### src/rtl/extrt_pkg.sv
package extrt_pkg;
    parameter int ADDR_W    = 24;
    parameter int NMOD      = 12;
    parameter int NWIN      = 4;
    localparam int WIN_IDX_W = $clog2(NWIN + 1);

    // module bit positions (software-visible)
    localparam int M_CAN1  = 0;
    localparam int M_CAN2  = 1;
    localparam int M_RAMS  = 2;
    localparam int M_RAML  = 3;
    localparam int M_RTC   = 4;
    localparam int M_FLASH = 5;
    localparam int M_SSER  = 6;
    localparam int M_ASER  = 7;
    localparam int M_I2C   = 8;
    localparam int M_PWM   = 9;
    localparam int M_MISC  = 10;
    localparam int M_PORT  = 11;

    localparam logic [NMOD-1:0] PERIPH_MASK = 12'hFD3;
    localparam logic [NMOD-1:0] EN_RESET    = 12'h005;

    typedef struct packed {
        logic [NMOD-1:0]      sel;
        logic                 ext;
        logic                 dead;
        logic [WIN_IDX_W-1:0] win;
    } route_t;
endpackage

### src/rtl/extrt_enable_reg.sv
module extrt_enable_reg #(
    parameter int              W   = 12,
    parameter logic [W-1:0]    RST = '0
) (
    input  logic         clk,
    input  logic         rst_n,
    input  logic         glb_en,
    input  logic         wr,
    input  logic [W-1:0] wdata,
    output logic [W-1:0] en_q
);
    logic [W-1:0] en_d;

    always_comb begin
        en_d = en_q;
        if (wr && !glb_en)
            en_d = wdata;
    end

    always_ff @(posedge clk or negedge rst_n) begin
        if (!rst_n) en_q <= RST;
        else        en_q <= en_d;
    end

    // frozen while global enable is high
    p_locked_write_r2: assert property (@(posedge clk) disable iff (!rst_n)
        (wr && glb_en) |=> $stable(en_q));
    // open write lands next cycle
    p_open_write_r2: assert property (@(posedge clk) disable iff (!rst_n)
        (wr && !glb_en) |=> (en_q == $past(wdata)));
endmodule

### src/rtl/extrt_win_match.sv
module extrt_win_match #(
    parameter int AW    = 24,
    parameter int NW    = 4,
    parameter int IDX_W = 3
) (
    input  logic [AW-1:0]    addr,
    input  logic [NW*AW-1:0] lo,
    input  logic [NW*AW-1:0] hi,
    output logic [IDX_W-1:0] idx
);
    logic [NW-1:0] hit;

    for (genvar k = 0; k < NW; k++) begin : g_win
        assign hit[k] = (addr >= lo[k*AW +: AW]) && (addr <= hi[k*AW +: AW]);
    end

    always_comb begin
        idx = '0;
        for (int k = NW - 1; k >= 0; k--) begin
            if (hit[k])
                idx = IDX_W'(k + 1);
        end
    end
endmodule

### src/rtl/extrt_decode.sv
module extrt_decode
    import extrt_pkg::*;
(
    input  logic              vld,
    input  logic [ADDR_W-1:0] addr,
    input  logic [NMOD-1:0]   en,
    output logic [NMOD-1:0]   sel,
    output logic              ext,
    output logic              dead
);
    logic in_low, in_rams, in_shared, in_flash, in_raml;
    logic periph_off;
    int   owner;

    always_comb begin
        in_low    = (addr[ADDR_W-1:16] == '0);
        in_rams   = in_low && (addr[15:11] == 5'b11100);
        in_shared = in_low && (addr[15:11] == 5'b11101);
        in_flash  = (addr >= ADDR_W'(24'h090000)) && (addr <= ADDR_W'(24'h0EFFFF));
        in_raml   = (addr[ADDR_W-1:16] == 8'h0F);
        periph_off = ((en & PERIPH_MASK) == '0);

        case (addr[15:8])
            8'hE8:   owner = M_SSER;
            8'hE9:   owner = M_ASER;
            8'hEA:   owner = M_I2C;
            8'hEB:   owner = M_PWM;
            8'hEC:   owner = addr[7] ? M_MISC : M_PORT;
            8'hED:   owner = M_RTC;
            8'hEE:   owner = M_CAN2;
            default: owner = M_CAN1;
        endcase

        sel  = '0;
        ext  = 1'b0;
        dead = 1'b0;
        if (vld) begin
            if (in_rams) begin
                if (en[M_RAMS]) sel[M_RAMS] = 1'b1;
                else            ext = 1'b1;
            end else if (in_shared) begin
                if (en[owner])       sel[owner] = 1'b1;
                else if (periph_off) ext = 1'b1;
                else                 dead = 1'b1;
            end else if (in_flash) begin
                if (en[M_FLASH])     sel[M_FLASH] = 1'b1;
                else if (!en[M_RAML]) ext = 1'b1;
                else                 dead = 1'b1;
            end else if (in_raml) begin
                if (en[M_RAML])       sel[M_RAML] = 1'b1;
                else if (!en[M_FLASH]) ext = 1'b1;
                else                  dead = 1'b1;
            end else begin
                ext = 1'b1;
            end
        end
    end
endmodule

### src/rtl/extrt_router.sv
module extrt_router
    import extrt_pkg::*;
(
    input  logic                   clk,
    input  logic                   rst_n,
    input  logic                   glb_en,
    input  logic                   reg_wr,
    input  logic [NMOD-1:0]        reg_wdata,
    output logic [NMOD-1:0]        reg_rdata,
    input  logic                   acc_vld,
    input  logic [ADDR_W-1:0]      acc_addr,
    input  logic [NWIN*ADDR_W-1:0] win_lo,
    input  logic [NWIN*ADDR_W-1:0] win_hi,
    output logic [NMOD-1:0]        mod_sel,
    output logic                   ext_acc,
    output logic [WIN_IDX_W-1:0]   ext_win,
    output logic                   dead_acc,
    output logic [NMOD-1:0]        pin_rel
);
    logic [NMOD-1:0]      en_q;
    logic [NMOD-1:0]      dec_sel;
    logic                 dec_ext, dec_dead;
    logic [WIN_IDX_W-1:0] win_idx;
    route_t               rt_d, rt_q;

    extrt_enable_reg #(.W(NMOD), .RST(EN_RESET)) u_en (
        .clk(clk), .rst_n(rst_n), .glb_en(glb_en),
        .wr(reg_wr), .wdata(reg_wdata), .en_q(en_q)
    );

    extrt_decode u_dec (
        .vld(acc_vld), .addr(acc_addr), .en(en_q),
        .sel(dec_sel), .ext(dec_ext), .dead(dec_dead)
    );

    extrt_win_match #(.AW(ADDR_W), .NW(NWIN), .IDX_W(WIN_IDX_W)) u_win (
        .addr(acc_addr), .lo(win_lo), .hi(win_hi), .idx(win_idx)
    );

    always_comb begin
        rt_d      = '0;
        rt_d.sel  = dec_sel;
        rt_d.ext  = dec_ext;
        rt_d.dead = dec_dead;
        rt_d.win  = dec_ext ? win_idx : '0;
    end

    always_ff @(posedge clk or negedge rst_n) begin
        if (!rst_n) rt_q <= '0;
        else        rt_q <= rt_d;
    end

    assign mod_sel   = rt_q.sel;
    assign ext_acc   = rt_q.ext;
    assign ext_win   = rt_q.win;
    assign dead_acc  = rt_q.dead;
    assign reg_rdata = en_q;
    assign pin_rel   = ~en_q;

    // at most one outcome at a time
    p_excl_r9: assert property (@(posedge clk) disable iff (!rst_n)
        $onehot0({mod_sel, ext_acc, dead_acc}));
    // each access produces exactly one outcome next cycle
    p_one_outcome_r9: assert property (@(posedge clk) disable iff (!rst_n)
        acc_vld |=> ($countones({mod_sel, ext_acc, dead_acc}) == 1));
    // idle cycle produces nothing
    p_idle_r9: assert property (@(posedge clk) disable iff (!rst_n)
        !acc_vld |=> ({mod_sel, ext_acc, dead_acc} == '0));
    // only enabled modules are ever selected
    p_sel_enabled_r4: assert property (@(posedge clk) disable iff (!rst_n)
        acc_vld |=> ((mod_sel & ~$past(en_q)) == '0));
    // window index within range and zero when not external
    p_win_range_r8: assert property (@(posedge clk) disable iff (!rst_n)
        (ext_win <= WIN_IDX_W'(NWIN)) && (ext_acc || ext_win == '0));
endmodule

### config.mk
export PLATFORM = sky130hd
export DESIGN_NAME = extrt_router
export DESIGN_NICKNAME = d
export VERILOG_FILES = /design/src/rtl/extrt_pkg.sv /design/src/rtl/extrt_enable_reg.sv /design/src/rtl/extrt_win_match.sv /design/src/rtl/extrt_decode.sv /design/src/rtl/extrt_router.sv
export SDC_FILE = /design/constraint.sdc
export NUM_CORES = 1
export LEC_CHECK = 0
export BUFFER_PORTS_ARGS = -buffer_cell sky130_fd_sc_hd__buf_2
export CAP_MARGIN = 25
export CORE_MARGIN = 3
export CORE_UTILIZATION = 53
export DETAILED_ROUTE_END_ITERATION = 8
export GPL_ROUTABILITY_DRIVEN = 0
export PLACE_DENSITY = 0.9
export SLEW_MARGIN = 20
export SYNTH_ARGS = -nofsm -noshare
export SYNTH_HDL_FRONTEND = slang
export SYNTH_SLANG_ARGS = --single-unit
### constraint.sdc
create_clock -name clk -period 3.8 [get_ports clk]
set_input_delay 0.57 -clock clk [delete_from_list [all_inputs] [get_ports clk]]
set_output_delay 0.57 -clock clk [all_outputs]
set_load 0.05 [all_outputs]
==> flow_metrics.env <==
export IMPL_status="finished clean"
export IMPL_place_ws_ns=1.01
export IMPL_final_cell_count_no_fill=1229
export IMPL_crit_path_start_kind="primary input"
export IMPL_clock_root_buffer="clkbuf_16"
export IMPL_crit_buf_inv=1
export IMPL_synth_adder_area_share_pct=38.4
export IMPL_drive_gt1_share_pct=28.1
export IMPL_slowest_stage="a221oi_1"
export IMPL_cts_setup_buffers=0
export IMPL_die_area_mm2=0.0132
export IMPL_grt_use_total_pct=28.8
export IMPL_hold_path_class="primary input to async pin"
export IMPL_core_mm2=0.0115
export IMPL_htreeDepth=2
export IMPL_synth_seq_area_share_pct=11.6
export IMPL_stdcell_area_mm2=0.00793
export IMPL_cp_required_ns=3.96
export IMPL_hpwl_um=17000
export IMPL_swShare_pct=42.8
export IMPL_worst_pin_slew_ns=0.648
export IMPL_vias_per_cell=5.45
export IMPL_cts_tree="done"
export IMPL_combPwrFrac_pct=54.8
export IMPL_r2r_start="u_en.en_q[5]"
export IMPL_slew_headroom_pct=56.8
export IMPL_die_h_um=115
export IMPL_ys_async_sr_fraction_pct=100
export IMPL_yosys_warnings=0
export IMPL_cts_buffers=5
export IMPL_r2r_end="mod_sel[11]"
export IMPL_fin_ws_ns=1.28
export IMPL_critPathMostFrequentCell="a211oi_1"
export IMPL_cpPeakStageDelay_ns=0.38
export IMPL_clockPowerShare_pct=23.1
export IMPL_clock_latency_ns=0.27
export IMPL_synth_top_family_by_area="adder cells"
export IMPL_skew_ns=0.00521
export IMPL_crit_family="compound AO/OA/AOI/OAI gates"
export IMPL_wl_per_cell_um=15.8
export IMPL_rows=39
export IMPL_rr_worst_depth=7
export IMPL_syn_avg_cell_area_um2=7.76
export IMPL_hold_buffers=0
export IMPL_hold_viol=0
export IMPL_start_util_pct=54.6
export IMPL_period_share_pct=66.3
export IMPL_path_max_fanout=10
export IMPL_rsz0062_at_grt="false"
export IMPL_die_w_um=115
export IMPL_yosys_area_share_simple_pct=15.7
export IMPL_clockBufferDepth=2
export IMPL_synth_distinct_cells=74
export IMPL_path_class="primary input to flip-flop"
export IMPL_end_kind="flip-flop"
export IMPL_place_area_mm2=0.00779
export IMPL_postCtsResizedCells=0
export IMPL_power_density_mw_per_mm2=203
export IMPL_portBuffers=273
export IMPL_postLayoutCoreUtil_pct=69.2
export IMPL_period_needed_ns=2.52
export IMPL_ys_ff_latch=29
export IMPL_maxCapViolations=0
export IMPL_drcViolationCount=0
export IMPL_fmax_mhz=397
export IMPL_cp_arrival_ns=2.68
export IMPL_setup_viol=0
export IMPL_timing_critical_path_from="acc_addr[13]"
export IMPL_clkTransAtPathRegs_ns=0.05
export IMPL_syn_area_mm2=0.00626
export IMPL_p_int_uw=921
export IMPL_synth_area_mux_share_pct=0.340
export IMPL_r2r_slack_ns=1.85
export IMPL_place_inst=1220
export IMPL_grt_max_degree=30
export IMPL_max_vdd_ir_drop_mv=0.331
export IMPL_crit_chain="buf_2 > ha_1 > a211oi_1 > o211ai_1 > a221oi_1 > o21ai_0 > a211oi_1 > o22ai_1 > and3_1"
export IMPL_antenna_left=0
export IMPL_synth_main_ff_cell="dfrtp_1"
export IMPL_pin_count=274
export IMPL_first_pass_iters=5
export IMPL_synth_xor_area_share_pct=0
export IMPL_nets=1509
export IMPL_grt_pass1_vias=6442
export IMPL_synth_edf_count=0
export IMPL_clock_sinks=29
export IMPL_num_vias=6697
export IMPL_synthCells=807
export IMPL_pwr_share_seq_pct=22.1
export IMPL_grt_pass1_wl_um=30200
export IMPL_overflow=0
export IMPL_netSwitchingPower_uw=688
export IMPL_worst_hold_slack_ns=0.321
export IMPL_total_power_mw=1.61
export IMPL_area_growth_pct=26.7
export IMPL_totalWireLength_um=19500
export IMPL_syn_num_nets=1232
export IMPL_drt_iter0_markers=346
export IMPL_slew_violations=0
export IMPL_antenna_found_initial=2
export IMPL_tns_ns=0
export IMPL_leakage_nw=4.91
export IMPL_synth_compound_area_share_pct=20.7
## power by group through the flow
stage / combinational [mW] / clock (mW) / sequential, mW
floorplan: 0.478 / 0 / 0.425
global placement: 0.855 / 0 / 0.358
detailed placement: 0.879 / 0 / 0.359
CTS: 0.883 / 0.377 / 0.354
global route: 0.993 / 0.392 / 0.357
finish: 0.882 / 0.372 / 0.355
## registers in the layout (all words and copies together), names as in the netlist
register,flops
mod_sel,12
ext_acc,1
ext_win,3
dead_acc,1
u_en.en_q,12
## worst max-delay path by stage
stage               cells past startpoint  slack (ns)         end
CTS                                     9        1.29  ext_win[1]
detailed placement                      9        1.01  ext_win[1]
floorplan                               9        1.45  ext_win[2]
global route                            9        1.13  ext_win[1]
global placement                        9        1.08  ext_win[1]
finish                                  9        1.28  ext_win[1]
## worst reg2reg max path, delay by kind of cell, from the launching register on
family	cells	cell delay (ns)
AOI/OAI and AO/OA	4	0.82
DFF	1	0.47
buffers and inverters	1	0.17
and+or+nand+nor	2	0.43
## Yosys cell counts, types with 7 or more instances
master      n  area, um2
ha_1      192       2400
dfrtp_1    27        676
nand3_1    11       55.1
nor2_1     19       71.3
nor3_1     10       50.1
a211oi_1   16        120
o21ai_0    41        205
inv_1     211        792
o21a_1      7       52.6
nand2b_1    9       56.3
a21o_1     23        173
a21oi_1    59        295
nand4_1    24        150
nand2_1    53        199
## cell type report
class	count	area, um2
antenna	1	2.50
sequential	29	728
clock buffer	6	129
inverter	212	796
clock inverter	2	10.0
multi-input combinational	561	4710
tap	143	179
timing repair buffer	275	1380
fill	961	3540
## kinds of logic (layout without fill, tap and decap cells)
logic type | count (synthesis) | after routing
compound gates | 199 | 199
fa+ha+maj | 192 | 192
simple gates | 168 | 168
other cells | 0 | 1
buf+inv | 217 | 495
mux | 2 | 2
flops | 29 | 29
## cells in the final DEF (no fill, tap or decap), types with 16 or more instances in the layout
cell type	n
a211oi_1	16
inv_1	211
a21o_1	23
dfrtp_1	27
o21ai_0	41
buf_2	273
nand4_1	24
nand2_1	53
nor2_1	19
a21oi_1	59
ha_1	192
## per-layer routing
metal / wire length [um] / up-vias / global-route usage (%)
met2: 9580 / 264 / 52.2
met1: 7830 / 3016 / 33.8
li1: - / 3377 / -
met3: 1510 / 38 / 5.44
met5: 13 / - / 0
met4: 542 / 2 / 9.34
Note: power is estimated with default switching activity, not from simulation.
